[src/rtl/spi_frame_bridge_pkg.sv]
package spi_frame_bridge_pkg;

  typedef struct packed {
    logic capture;
    logic exec;
  } bridgeStrobes_t;

  typedef enum logic [1:0] {
    ST_IDLE   = 2'd0,
    ST_ACTIVE = 2'd1,
    ST_LOAD   = 2'd2
  } bridgeState_t;

endpackage

[src/rtl/spi_frame_sync.sv]
module spi_frame_sync #(
  parameter int STAGES = 2
) (
  input  logic clk,
  input  logic rst,
  input  logic din,
  output logic dout
);
  logic [STAGES-1:0] chain;

  genvar i;
  generate
    for (i = 0; i < STAGES; i++) begin : g_stage
      if (i == 0) begin : g_first
        always_ff @(posedge clk) begin
          if (rst) chain[0] <= 1'b0;
          else     chain[0] <= din;
        end
      end else begin : g_next
        always_ff @(posedge clk) begin
          if (rst) chain[i] <= 1'b0;
          else     chain[i] <= chain[i-1];
        end
      end
    end
  endgenerate

  assign dout = chain[STAGES-1];
endmodule

[src/rtl/spi_frame_ctrl.sv]
module spi_frame_ctrl
  import spi_frame_bridge_pkg::*;
(
  input  logic           clk,
  input  logic           rst,
  input  logic           busySync,
  output bridgeStrobes_t strobes,
  output logic           framePulse,
  output logic           errFlag
);
  bridgeState_t state, stateNext;
  logic fallSeen;

  // falling edge of synchronized busy: active frame, busy now low
  assign fallSeen = (state == ST_ACTIVE) && !busySync;

  always_comb begin
    stateNext = state;
    case (state)
      ST_IDLE:   if (busySync) stateNext = ST_ACTIVE;
      ST_ACTIVE: if (!busySync) stateNext = ST_LOAD;
      ST_LOAD:   stateNext = busySync ? ST_ACTIVE : ST_IDLE;
      default:   stateNext = ST_IDLE;
    endcase
  end

  always_comb begin
    strobes.capture = fallSeen;
    strobes.exec    = (state == ST_LOAD);
  end

  always_ff @(posedge clk) begin
    if (rst) begin
      state      <= ST_IDLE;
      framePulse <= 1'b0;
      errFlag    <= 1'b0;
    end else begin
      state      <= stateNext;
      framePulse <= fallSeen;
      if (state == ST_LOAD && busySync) errFlag <= 1'b1;
    end
  end
endmodule

[src/rtl/spi_frame_datapath.sv]
module spi_frame_datapath
  import spi_frame_bridge_pkg::*;
#(
  parameter int WORD_W = 8,
  parameter int ADDR_W = 3,
  parameter int DATA_W = 4
) (
  input  logic              clk,
  input  logic              rst,
  input  bridgeStrobes_t    strobes,
  input  logic [WORD_W-1:0] rxWord,
  output logic [WORD_W-1:0] replyWord
);
  localparam int NUM_REGS = 2 ** ADDR_W;
  localparam int RW_BIT   = WORD_W - 1;
  localparam int ADDR_LSB = RW_BIT - ADDR_W;
  localparam int PAD_W    = WORD_W - DATA_W;

  logic [WORD_W-1:0] cmdReg;
  logic [WORD_W-1:0] regBank [NUM_REGS];
  logic              cmdRead;
  logic [ADDR_W-1:0] cmdAddr;
  logic [DATA_W-1:0] cmdData;

  assign cmdRead = cmdReg[RW_BIT];
  assign cmdAddr = cmdReg[ADDR_LSB +: ADDR_W];
  assign cmdData = cmdReg[DATA_W-1:0];

  always_ff @(posedge clk) begin
    if (rst)                  cmdReg <= '0;
    else if (strobes.capture) cmdReg <= rxWord;
  end

  genvar i;
  generate
    for (i = 0; i < NUM_REGS; i++) begin : g_reg
      always_ff @(posedge clk) begin
        if (rst)
          regBank[i] <= '0;
        else if (strobes.exec && !cmdRead && cmdAddr == ADDR_W'(i))
          regBank[i] <= {{PAD_W{1'b0}}, cmdData};
      end
    end
  endgenerate

  always_ff @(posedge clk) begin
    if (rst)               replyWord <= '0;
    else if (strobes.exec) replyWord <= cmdRead ? regBank[cmdAddr] : '0;
  end
endmodule

[src/rtl/spi_frame_bridge.sv]
module spi_frame_bridge
  import spi_frame_bridge_pkg::*;
#(
  parameter int WORD_W      = 8,
  parameter int ADDR_W      = 3,
  parameter int DATA_W      = 4,
  parameter int SYNC_STAGES = 2
) (
  input  logic              clk,
  input  logic              rst,
  input  logic              busyAsync,
  input  logic [WORD_W-1:0] rxWord,
  output logic [WORD_W-1:0] replyWord,
  output logic              framePulse,
  output logic              errFlag
);
  logic           busySync;
  bridgeStrobes_t strobes;

  spi_frame_sync #(.STAGES(SYNC_STAGES)) u_sync (
    .clk(clk), .rst(rst), .din(busyAsync), .dout(busySync)
  );

  spi_frame_ctrl u_ctrl (
    .clk(clk), .rst(rst), .busySync(busySync), .strobes(strobes),
    .framePulse(framePulse), .errFlag(errFlag)
  );

  spi_frame_datapath #(.WORD_W(WORD_W), .ADDR_W(ADDR_W), .DATA_W(DATA_W)) u_dp (
    .clk(clk), .rst(rst), .strobes(strobes), .rxWord(rxWord), .replyWord(replyWord)
  );
endmodule

[config.mk]
export PLATFORM = sky130hd
export DESIGN_NAME = spi_frame_bridge
export DESIGN_NICKNAME = d
export VERILOG_FILES = /design/src/rtl/spi_frame_bridge_pkg.sv /design/src/rtl/spi_frame_sync.sv /design/src/rtl/spi_frame_ctrl.sv /design/src/rtl/spi_frame_datapath.sv /design/src/rtl/spi_frame_bridge.sv
export SDC_FILE = /design/constraint.sdc
export NUM_CORES = 1
export LEC_CHECK = 0
export BUFFER_PORTS_ARGS = -buffer_cell sky130_fd_sc_hd__buf_2
export CELL_PAD_IN_SITES_DETAIL_PLACEMENT = 1
export CELL_PAD_IN_SITES_GLOBAL_PLACEMENT = 1
export CORE_MARGIN = 2
export CORE_UTILIZATION = 47
export DETAILED_ROUTE_END_ITERATION = 12
export PLACE_DENSITY_LB_ADDON = 0.1
export SLEW_MARGIN = 20
export SYNTH_ARGS = -nofsm -noshare
export SYNTH_HDL_FRONTEND = slang
export SYNTH_SLANG_ARGS = --single-unit
export TNS_END_PERCENT = 50
[constraint.sdc]
create_clock -name clk -period 2.35 [get_ports clk]
set_input_delay 0.47 -clock clk [delete_from_list [all_inputs] [get_ports clk]]
set_output_delay 0.47 -clock clk [all_outputs]
set_load 0.1 [all_outputs]
# Yosys cells after proc, flatten, opt, wreduce, memory -nomap -nowiden
# Memories as Yosys holds them, arrays and structs flattened. A register that Yosys moved wholly into a read port is not among the register bits.
# Index checks and enable logic that the tools add are counted.
# classes
eq_ne	11
mux	41
n_bitwise	8
reduce_logical	16
# ops
cell	n
4-bit 2-to-1 mux	8
1-bit 2-to-1 mux	27
3-bit == test (second input constant)	4
1-bit logical AND	11
8-bit 2-to-1 mux	1
1-bit OR	8
3-bit by 2-bit == test with 1-bit output (second input constant)	2
3-bit 2-to-1 mux	2
2-bit case mux with 3 select lines	1
2-bit 2-to-1 mux	2
2-bit != test (second input constant)	2
3-bit by 1-bit == test with 1-bit output (second input constant)	1
3-bit logical NOT	1
2-bit by 1-bit == test with 1-bit output (second input constant)	1
2-bit == test (second input constant)	1
1-bit logical NOT	2
2-bit logical NOT	1
2-bit AND reduction	1
# word_totals
regBits	22
ram_bits	32
inputBits	11
elab_cells	84
n_memories	1
# memory_table
memory	words	word_bits	read_ports	rd_ports_with_merged_regs	wr	line	text
u_dp.regBank	8	4	1	1	8	spi_frame_datapath.sv:20	logic [WORD_W-1:0] regBank [NUM_REGS];

# Logic depth before layout (Yosys ltp)
# Gate-level depths: netlist of run 1.
# logic_depth
ltp_word	7
ltp_mapped	5

# By module
# A second synthesis of run 1 with hierarchy kept.
# hier_totals
hier_cells	177
hier_area_um2	2294.7
# by_module_without_submodules
mod	instances	cells_each	area_each_um2	seq_area_each_um2
spi_frame_datapath	1	159	2088.3	1261.2
spi_frame_ctrl	1	14	153.9	80.1
spi_frame_sync	1	4	52.6	40.0

# Least setup slack after synthesis of run 1
# OpenSTA, ideal clock, no wires.
# synth_path
path_kind	reg-to-reg
from	reg u_ctrl.state[1]
to	mem u_dp.regBank[1][0] (netlist name) (enable)
arrival_time_ns	1.288
path_slack_ns	0.725
stages_incl_launch_ff	5
period_less_slack_ns	1.625
cell_sequence	dfxtp_1 -> nand2b_4 -> or4_1 -> buf_2 -> o21bai_1
# synth_rtl
item	line	text
start, declared	spi_frame_ctrl.sv:11	bridgeState_t state, stateNext;
start signal, assigned	spi_frame_ctrl.sv:38	state <= stateNext;
end, declared	spi_frame_datapath.sv:20	

==> metrics.txt, run 1 <==
clock root buffer master clkbuf_8; Rows 25; # DRC 0; First-pass DRT Iterations 4; post-CTS setup buffer count 0; final hold vios 0; DR vias/cell 5.82; PwrDens about 660 mW/mm^2; Total Neg Setup Slack 0 ps; antenna-violating nets left 0; Seq cells post-synth 53; count of input and output buffers 16; Tot Pwr approximately 1.6 mW; worst hold slack a little under 400 ps; GRT overflow 0; Placer Congestion approximately 0.85; CTS Buf Count 5; Setup crit end kind flip-flop; CP Data Arrival Time ~1900 ps; clk_skew between 6 and 7 ps; nets 212; placed cell count 248; Starting DRT DRC Count 38; worst ir drop on vdd approximately 0.44 mV; Max Transition Viols Final 0; post-synthesis cell type count 31; Crit Path Class flip-flop to flip-flop; Die Span Y 73.4 um; Die W around 73 um; Worst Hold Class primary input to flip-flop; Seq/Total Area, Yosys roughly three fifths; most frequent cells in the layout edfxtp_1 (32), nor2_1 (26), dfxtp_1 (21); CTS max path bufs 2; worst skew pair latency around 310 ps; first-pass GRT wire length roughly 8100 um; Total GRT Usage between 20% and 30%; Syn-to-layout area delta 8.40%; Reg clk slew, reported paths approximately 90 ps; crit path max fanout 10; crit share post-route 82.3%; Mapped Cells roughly 190; vias in the first global route around 1600; minimum clock period roughly 1900 ps; Rel. slew slack roughly 57%; Final setup viols 0; htree depth 2; number of antenna diodes 0; # hold bufs at CTS 0; PnR worst setup slack 416 ps; I/O Pins 21; post-cts sizing count 0; outcome completed; Leakage 0.848 nW; routed len/inst approximately 20 um; initial core utilization 48.2%; via count between 1000 and 1500; Final Routed Wirelength about 5100 um; DP HPWL 3760 um; Max Clk Rate 0.517 GHz; syn avg cell area ~12 um^2; Non-Filler Instances approximately 260; layout cells sized above 1 16.8%; TritonCTS clock tree built; clock sink count 53; critical path data required time roughly 2300 ps; pre-CTS setup slack about 490 ps; Die ar. roughly 0.0054 mm^2; Max Cap Viol 0; largest net degree at the start of global routing 39; Worst-Margin Slew 642 ps; core footprint 0.00469 mm^2; commonest non-fill, non-tap cell in the layout edfxtp_1; initial antenna violation count 0; Synth warnings 0; startpoint types flip-flop; unrepaired setup endpoints after global routing false; mapped cell area around 0.0023 mm^2
[power by group]
part	switching (mW)	internal (mW)
Sequential	0.0129	1.01
Clock	0.283	0.207
Combinational	0.0788	0.0311
Total	0.375	1.24
[metal layers]
layer  vias to the layer above  global-route usage [%]  wire [um]
met5                         -                       0          0
met4                         0                    7.07        118
met3                         9                    5.35        195
met2                        36                    36.3       2700
met1                       736                    24.5       2070
li1                        708                       -          -
[logic make-up (layout without fill, tap and decap cells)]
logic type	Yosys count	in the layout	synth area share, %
compound gates	22	22	6.96
buf+inv	22	35	4.75
flops	53	53	61.0
mux	15	15	9.18
other cells	1	4	0.166
simple gates	73	73	17.9
[state kept, by name, summed over array words and instances, names as in the netlist, named ones only]
register / cells
u_sync.chain: 1
u_dp.cmdReg: 8
u_sync.dout: 1
u_dp.replyWord: 4
u_ctrl.errFlag: 1
u_ctrl.framePulse: 1
u_dp.regBank: 32
u_ctrl.state: 2
[critical path: stages (launching register included)]
cell	delay [ps]
dfxtp_1	440
nor3b_2	350
nand3_1	360
o21bai_1	450
[synth_stat cells, drive strengths merged]
library cell / instances / share of area, %
nand2b: 6 / 2.0
a21o: 2 / 0.66
buf: 7 / 2.3
o21bai: 6 / 2.0
clkinv: 4 / 0.66
nor2: 26 / 4.3
nor3b: 2 / 1.1
nand3: 1 / 0.22
nor4: 12 / 3.3
a211oi: 1 / 0.33
or3: 1 / 0.50
nor2b: 5 / 1.4
nor3: 16 / 3.5
mux4: 4 / 4.3
conb: 1 / 0.17
inv: 3 / 0.50
edfxtp: 32 / 42
and3b: 1 / 0.39
a21oi: 5 / 1.1
mux2i: 11 / 4.9
a22oi: 4 / 1.3
nand3b: 2 / 0.83
or4: 1 / 0.33
clkbuf: 8 / 1.3
a32oi: 4 / 1.5
dfxtp: 21 / 19
[worst paths after layout]
path,start,endpoint,slack (ps),cells past startpoint
max,u_ctrl.state[1]$_SDFFE_PP0P_,u_dp.regBank[7][2]$_SDFFCE_PN0P_,420,3
min,busyAsync,u_sync.chain[0]$_SDFF_PP0_,390,2
max reg2reg,u_ctrl.state[1]$_SDFFE_PP0P_,u_dp.regBank[7][2]$_SDFFCE_PN0P_,420,3
min reg2reg,u_sync.chain[0]$_SDFF_PP0_,u_sync.dout$_SDFF_PP0_,460,1
[area by class of cell]
type / instances / area (um^2)
clock inverter: 2 / 10.0
inverter: 7 / 26.3
tap: 54 / 67.6
multi-input combinational: 114 / 786
timing repair buffer: 20 / 110
fill: 502 / 2240
sequential: 53 / 1380
clock buffer: 6 / 72.6
[metrics by stage]
stage	area, um^2	util, %
2_1_floorplan	2270	-
3_3_place_gp	2370	50.5
3_5_place_dp	2370	50.5
4_1_cts	2450	52.3
5_1_grt	2450	52.3
6_report	2450	52.3
Note: power is estimated with default switching activity, not from simulation.
==> inputs of run 2 (changes only) <==
CORE_UTILIZATION = 42   (was 47)
clock period = 1.6 ns   (was 2.35 ns; I/O delays follow)
==> run 2 against run 1 <==
Effect of this change: via count grew 4.0%; global-route usage shrank 2.6 points; critical path depth grew 1; clock-buffer cell count is the same; clock power grew 85%; highest routed layer unchanged.
==> metrics.txt, run 2 (same netlist as run 1, synthesis figures left out) <==
Final setup viols 0 (unchanged); core footprint 0.00514 mm^2 (was 0.00469 mm^2); slowest stage cell, crit path or4_4 (was o21bai_1); CTS max path bufs 2 (unchanged); final hold vios 0 (unchanged); worst skew pair latency 310 ps (about the same); critical path data required time 1630 ps (was 2320 ps); # hold bufs at CTS 0 (unchanged); cell area after layout 0.00262 mm^2 (was 0.00245 mm^2); commonest non-fill, non-tap cell in the layout edfxtp_1 (unchanged); Die Span Y 77.4 um (was 73.4 um); Non-Filler Instances 286 (was 256); most frequent cells in the layout edfxtp_1 (32), nor2_1 (26), dfxtp_1 (19) (was edfxtp_1 (32), nor2_1 (26), dfxtp_1 (21)); DR vias/cell 5.41 (was 5.82); GRT overflow 0 (unchanged); Max Transition Viols Final 0 (unchanged); Crit Path Class flip-flop to flip-flop (unchanged); layout cells sized above 1 24.1% (was 16.8%); # DRC 0 (unchanged); Final Routed Wirelength 5070 um (was 5080 um); Die W 77.4 um (was 73.4 um); First-pass DRT Iterations 4 (unchanged); Die ar. 0.00599 mm^2 (was 0.00539 mm^2); clock sink count 53 (unchanged); unrepaired setup endpoints after global routing false (unchanged); antenna-violating nets left 0 (unchanged); Max Cap Viol 0 (unchanged); TritonCTS clock tree built (unchanged); crit share post-route 95.8% (was 82.3%); Worst Hold Class primary input to flip-flop (unchanged); Worst path max stage delay 440 ps (was 450 ps); first-pass GRT wire length 8290 um (was 8060 um); Max Clk Rate 0.653 GHz (was 0.517 GHz); clk_skew 10.7 ps (was 6.44 ps); via count 1548 (was 1489); Placer Congestion 0.852 (was 0.847); CP Data Arrival Time 1560 ps (was 1910 ps); Rows 26 (was 25); critical-path cell list nand2b_4 > or4_4 > o21bai_1 > buf_4 (was nor3b_2 > nand3_1 > o21bai_1); crit path max fanout 4 (was 10); minimum clock period 1530 ps (was 1930 ps); I/O Pins 21 (unchanged); routed len/inst 17.7 um (was 19.9 um); number of antenna diodes 0 (unchanged); Reg clk slew, reported paths 90 ps (about the same); max reg flops 32 (unchanged); Reg with most FFs u_dp.regBank (unchanged); outcome completed (unchanged); nets 226 (was 212); worst hold slack 227 ps (was 394 ps); initial antenna violation count 0 (unchanged); Total GRT Usage 18.1% (was 20.7%); PwrDens 985 mW/mm^2 (was 660 mW/mm^2); largest net degree at the start of global routing 21 (was 39); placed cell count 278 (was 248); Post-DP Area 0.00250 mm^2 (was 0.00237 mm^2); Tot Pwr 2.58 mW (was 1.62 mW); count of input and output buffers 16 (unchanged); vias in the first global route 1602 (was 1587); DP HPWL 3810 um (was 3760 um); worst ir drop on vdd 0.502 mV (was 0.441 mV); Total Neg Setup Slack 0 ps (unchanged); Syn-to-layout area delta 15.9% (was 8.40%); startpoint types flip-flop (unchanged); reg2reg setup slack 70 ps (was 420 ps); Starting DRT DRC Count 107 (was 38); CTS Buf Count 5 (unchanged); initial core utilization 44.0% (was 48.2%); htree depth 2 (unchanged); Leakage 0.925 nW (was 0.848 nW); Setup crit end kind flip-flop (unchanged); post-CTS setup buffer count 0 (unchanged); clock root buffer master clkbuf_8 (unchanged); Top Registers u_dp.regBank (32), u_dp.cmdReg (8), u_dp.replyWord (4) (unchanged)
## run 2: critical path, delay by kind of cell (launching register included)
kind / cells / cell delay [ps]
AOI/OAI and AO/OA: 1 / 150
and+or+nand+nor: 2 / 600
buffers and inverters: 1 / 150
DFF: 1 / 360
## run 2: per-stage QoR
stage | worst slack [ps] | utilization, %
3_5_place_dp | 12.2 | 48.6
2_1_floorplan | -25.2 | -
5_1_grt | 21.3 | 51.0
4_1_cts | 15.8 | 50.7
6_report | 67.5 | 51.0
3_3_place_gp | 60.1 | 48.6
## run 2: path summary, 6_finish.rpt
check / from / end / cells past startpoint
min reg2reg: u_sync.chain[0]$_SDFF_PP0_ / u_sync.dout$_SDFF_PP0_ / 1
max: u_ctrl.state[0]$_SDFFE_PP0P_ / u_dp.regBank[0][0]$_SDFFCE_PN0P_ / 4
max reg2reg: u_ctrl.state[0]$_SDFFE_PP0P_ / u_dp.regBank[0][0]$_SDFFCE_PN0P_ / 4
min: busyAsync / u_sync.chain[0]$_SDFF_PP0_ / 2
## run 2: power breakdown
| group | internal [mW] | total [mW] | switching (mW) | leakage, nW |
|---|---|---|---|---|
| Combinational | 0.0599 | 0.179 | 0.119 | 0.368 |
| Clock | 0.465 | 0.905 | 0.440 | 0.0552 |
| Sequential | 1.48 | 1.50 | 0.0196 | 0.501 |
| Total | 2.00 | 2.58 | 0.579 | 0.925 |
## run 2: layout make-up
type / instances / area, um^2
Inverter: 7 / 26.3
Sequential cell: 53 / 1380
Clock buffer: 6 / 72.6
Fill cell: 583 / 2520
Timing Repair Buffer: 34 / 215
Tap cell: 70 / 87.6
Clock inverter: 2 / 35.0
Multi-Input combinational cell: 114 / 802
## run 2: what timing repair did
item,CTS,global route
cloned,0,0
setup endpoints to repair,1,46
gates resized for setup,1,4
## run 2: per-layer routing
metal  track usage [%]  wire length (um)
met3              3.49               183
met2              30.2              2510
met4              3.75                40
met1              24.7              2340
met5                 0                 0
==> inputs of run 3 (changes only) <==
CAP_MARGIN = 10   (was default)
REMOVE_ABC_BUFFERS = 1   (was default)
==> run 3 against run 2 <==
Effect of this change: highest routed layer unchanged; sequential share of layout area is 0.58 points lower; critical endpoint is now u_dp.regBank[1][2]$_SDFFCE_PN0P_; hold slack worse by 12 ps; die area stayed put; design area is 1.6% higher.
==> metrics.txt, run 3 (same netlist as run 1, synthesis figures left out) <==
first-pass GRT wire length 8670 um (was 8290 um); worst skew pair latency 310 ps (about the same); GRT overflow 0 (unchanged); Comb power frac 7.2% (was 6.9%); core footprint 0.00514 mm^2 (unchanged); fin util 51.8% (was 51.0%); Syn-to-layout area delta 17.7% (was 15.9%); Setup crit end kind flip-flop (unchanged); Fill cells 571 (was 583); max reg flops 32 (unchanged); Placer Congestion 0.764 (was 0.852); placed cell count 279 (was 278); CP Data Arrival Time 1700 ps (was 1560 ps); worst ir drop on vdd 0.534 mV (was 0.502 mV); Max Transition Viols Final 0 (unchanged); routed len/inst 18.7 um (was 17.7 um); crit share post-route 98.7% (was 95.8%); Total GRT Usage 19.2% (was 18.1%); # DRC 0 (unchanged); startpoint types flip-flop (unchanged); switching power 562 uW (was 579 uW); Net Sw Frac 21.9% (was 22.4%); area of the multi-input gates 831 um^2 (was 802 um^2); layout cells sized above 1 26.3% (was 24.1%); crit path max fanout 8 (was 4); I/O Pins 21 (unchanged); sequential share of power 58.3% (was 58.0%); cell area after layout 0.00266 mm^2 (was 0.00262 mm^2); Worst Hold Class primary input to flip-flop (unchanged); Post-DP Area 0.00250 mm^2 (about the same); vias in the first global route 1667 (was 1602); Reg clk slew, reported paths 90 ps (about the same); Leakage 0.933 nW (was 0.925 nW); largest net degree at the start of global routing 22 (was 21); PnR worst setup slack 21.0 ps (was 67.5 ps); First-pass DRT Iterations 4 (unchanged); initial antenna violation count 0 (unchanged); clock root buffer master clkbuf_8 (unchanged); commonest non-fill, non-tap cell in the layout edfxtp_1 (unchanged); CTS Buf Count 5 (unchanged); clk_skew 8.00 ps (was 10.7 ps); Non-Filler Instances 287 (was 286); power share of the clock group 34.5% (was 35.1%); htree depth 2 (unchanged); FF+latch area 0.00139 mm^2 (was 0.00138 mm^2); Tot Pwr 2.56 mW (was 2.58 mW); most frequent cells in the layout edfxtp_1 (32), nor2_1 (26), buf_4 (19) (was edfxtp_1 (32), nor2_1 (26), dfxtp_1 (19)); minimum clock period 1580 ps (was 1530 ps); Die Span Y 77.4 um (unchanged); Internal 2.00 mW (about the same); Die W 77.4 um (unchanged); DP HPWL 3910 um (was 3810 um); pre-CTS setup slack -31.3 ps (was 12.2 ps); Final Routed Wirelength 5370 um (was 5070 um); Starting DRT DRC Count 94 (was 107); outcome completed (unchanged); unrepaired setup endpoints after global routing true (was false); Max Clk Rate 0.633 GHz (was 0.653 GHz); via count 1564 (was 1548); DR vias/cell 5.45 (was 5.41); Max Cap Viol 0 (unchanged); Final setup viols 0 (unchanged); Reg with most FFs u_dp.regBank (unchanged); PwrDens 962 mW/mm^2 (was 985 mW/mm^2); critical path data required time 1720 ps (was 1630 ps); Top Registers u_dp.regBank (32), u_dp.cmdReg (8), u_dp.replyWord (4) (unchanged); nets 227 (was 226); clock sink count 53 (unchanged); antenna-violating nets left 0 (unchanged); TritonCTS clock tree built (unchanged); initial core utilization 44.0% (unchanged); number of antenna diodes 0 (unchanged); final hold vios 0 (unchanged); count of input and output buffers 16 (unchanged); CTS max path bufs 2 (unchanged); Rows 26 (unchanged); Crit Path Class flip-flop to flip-flop (unchanged); Die ar. 0.00599 mm^2 (unchanged)
==> run 3: cell types whose count changed in the layout (fill, tap and decap cells not counted), sizes merged <==
cell  change
buf       +1
==> run 3: critical path, cell delays in order, from the launching register on <==
cell,delay (ps)
dfxtp_4,370
nand2b_4,140
or4_4,460
buf_4,200
nor3_1,220
==> run 3: power by group through the flow <==
| stage | Sequential (mW) | Clock [mW] | Combinational (mW) |
|---|---|---|---|
| after floorplan | 1.53 | 0 | 0.103 |
| after global placement | 1.53 | 0 | 0.172 |
| after detailed placement | 1.53 | 0 | 0.179 |
| after CTS | 1.50 | 0.892 | 0.180 |
| after global routing | 1.50 | 0.948 | 0.198 |
| final | 1.50 | 0.884 | 0.184 |
==> run 3: layer usage <==
layer  part of all wire [%]  GRT usage (%)  wire [um]
met1                     41           22.3       2210
met5                      0              0          0
met3                    3.0           4.07        159
met2                     53           34.3       2870
met4                    2.6           7.68        138
==> run 3: repair_timing <==
item	4_1_cts	5_1_grt
endpoints found under the setup margin	6	50
hold buffers	0	0
pin swaps	0	3
gates cloned	0	0
gates resized for setup	2	10
setup buffers	0	0
==> run 3: area by class of cell <==
cell class | count | area share, %
inverter | 7 | 0.986
timing repair buffer | 35 | 8.36
clock inverter | 2 | 1.27
multi-input combinational | 114 | 31.2
sequential | 53 | 52.2
clock buffer | 6 | 2.72
tap | 70 | 3.29
==> run 3: worst paths after layout <==
kind | endpoint | depth (start not counted) | start | slack (ps)
worst max-delay path | u_dp.regBank[1][2]$_SDFFCE_PN0P_ | 4 | u_ctrl.state[0]$_SDFFE_PP0P_ | 20
worst min-delay path | u_sync.chain[0]$_SDFF_PP0_ | 2 | busyAsync | 210
worst max register to register | u_dp.regBank[1][2]$_SDFFCE_PN0P_ | 4 | u_ctrl.state[0]$_SDFFE_PP0P_ | 20
worst min register to register | u_sync.dout$_SDFF_PP0_ | 1 | u_sync.chain[0]$_SDFF_PP0_ | 470
==> run 3: through the flow <==
stage / hold WS (ps) / setup TNS, ps
2_1_floorplan: 392 / -924
3_3_place_gp: 439 / -60.6
3_5_place_dp: 453 / -81.4
4_1_cts: 217 / 0
5_1_grt: 219 / -157
6_report: 214 / 0
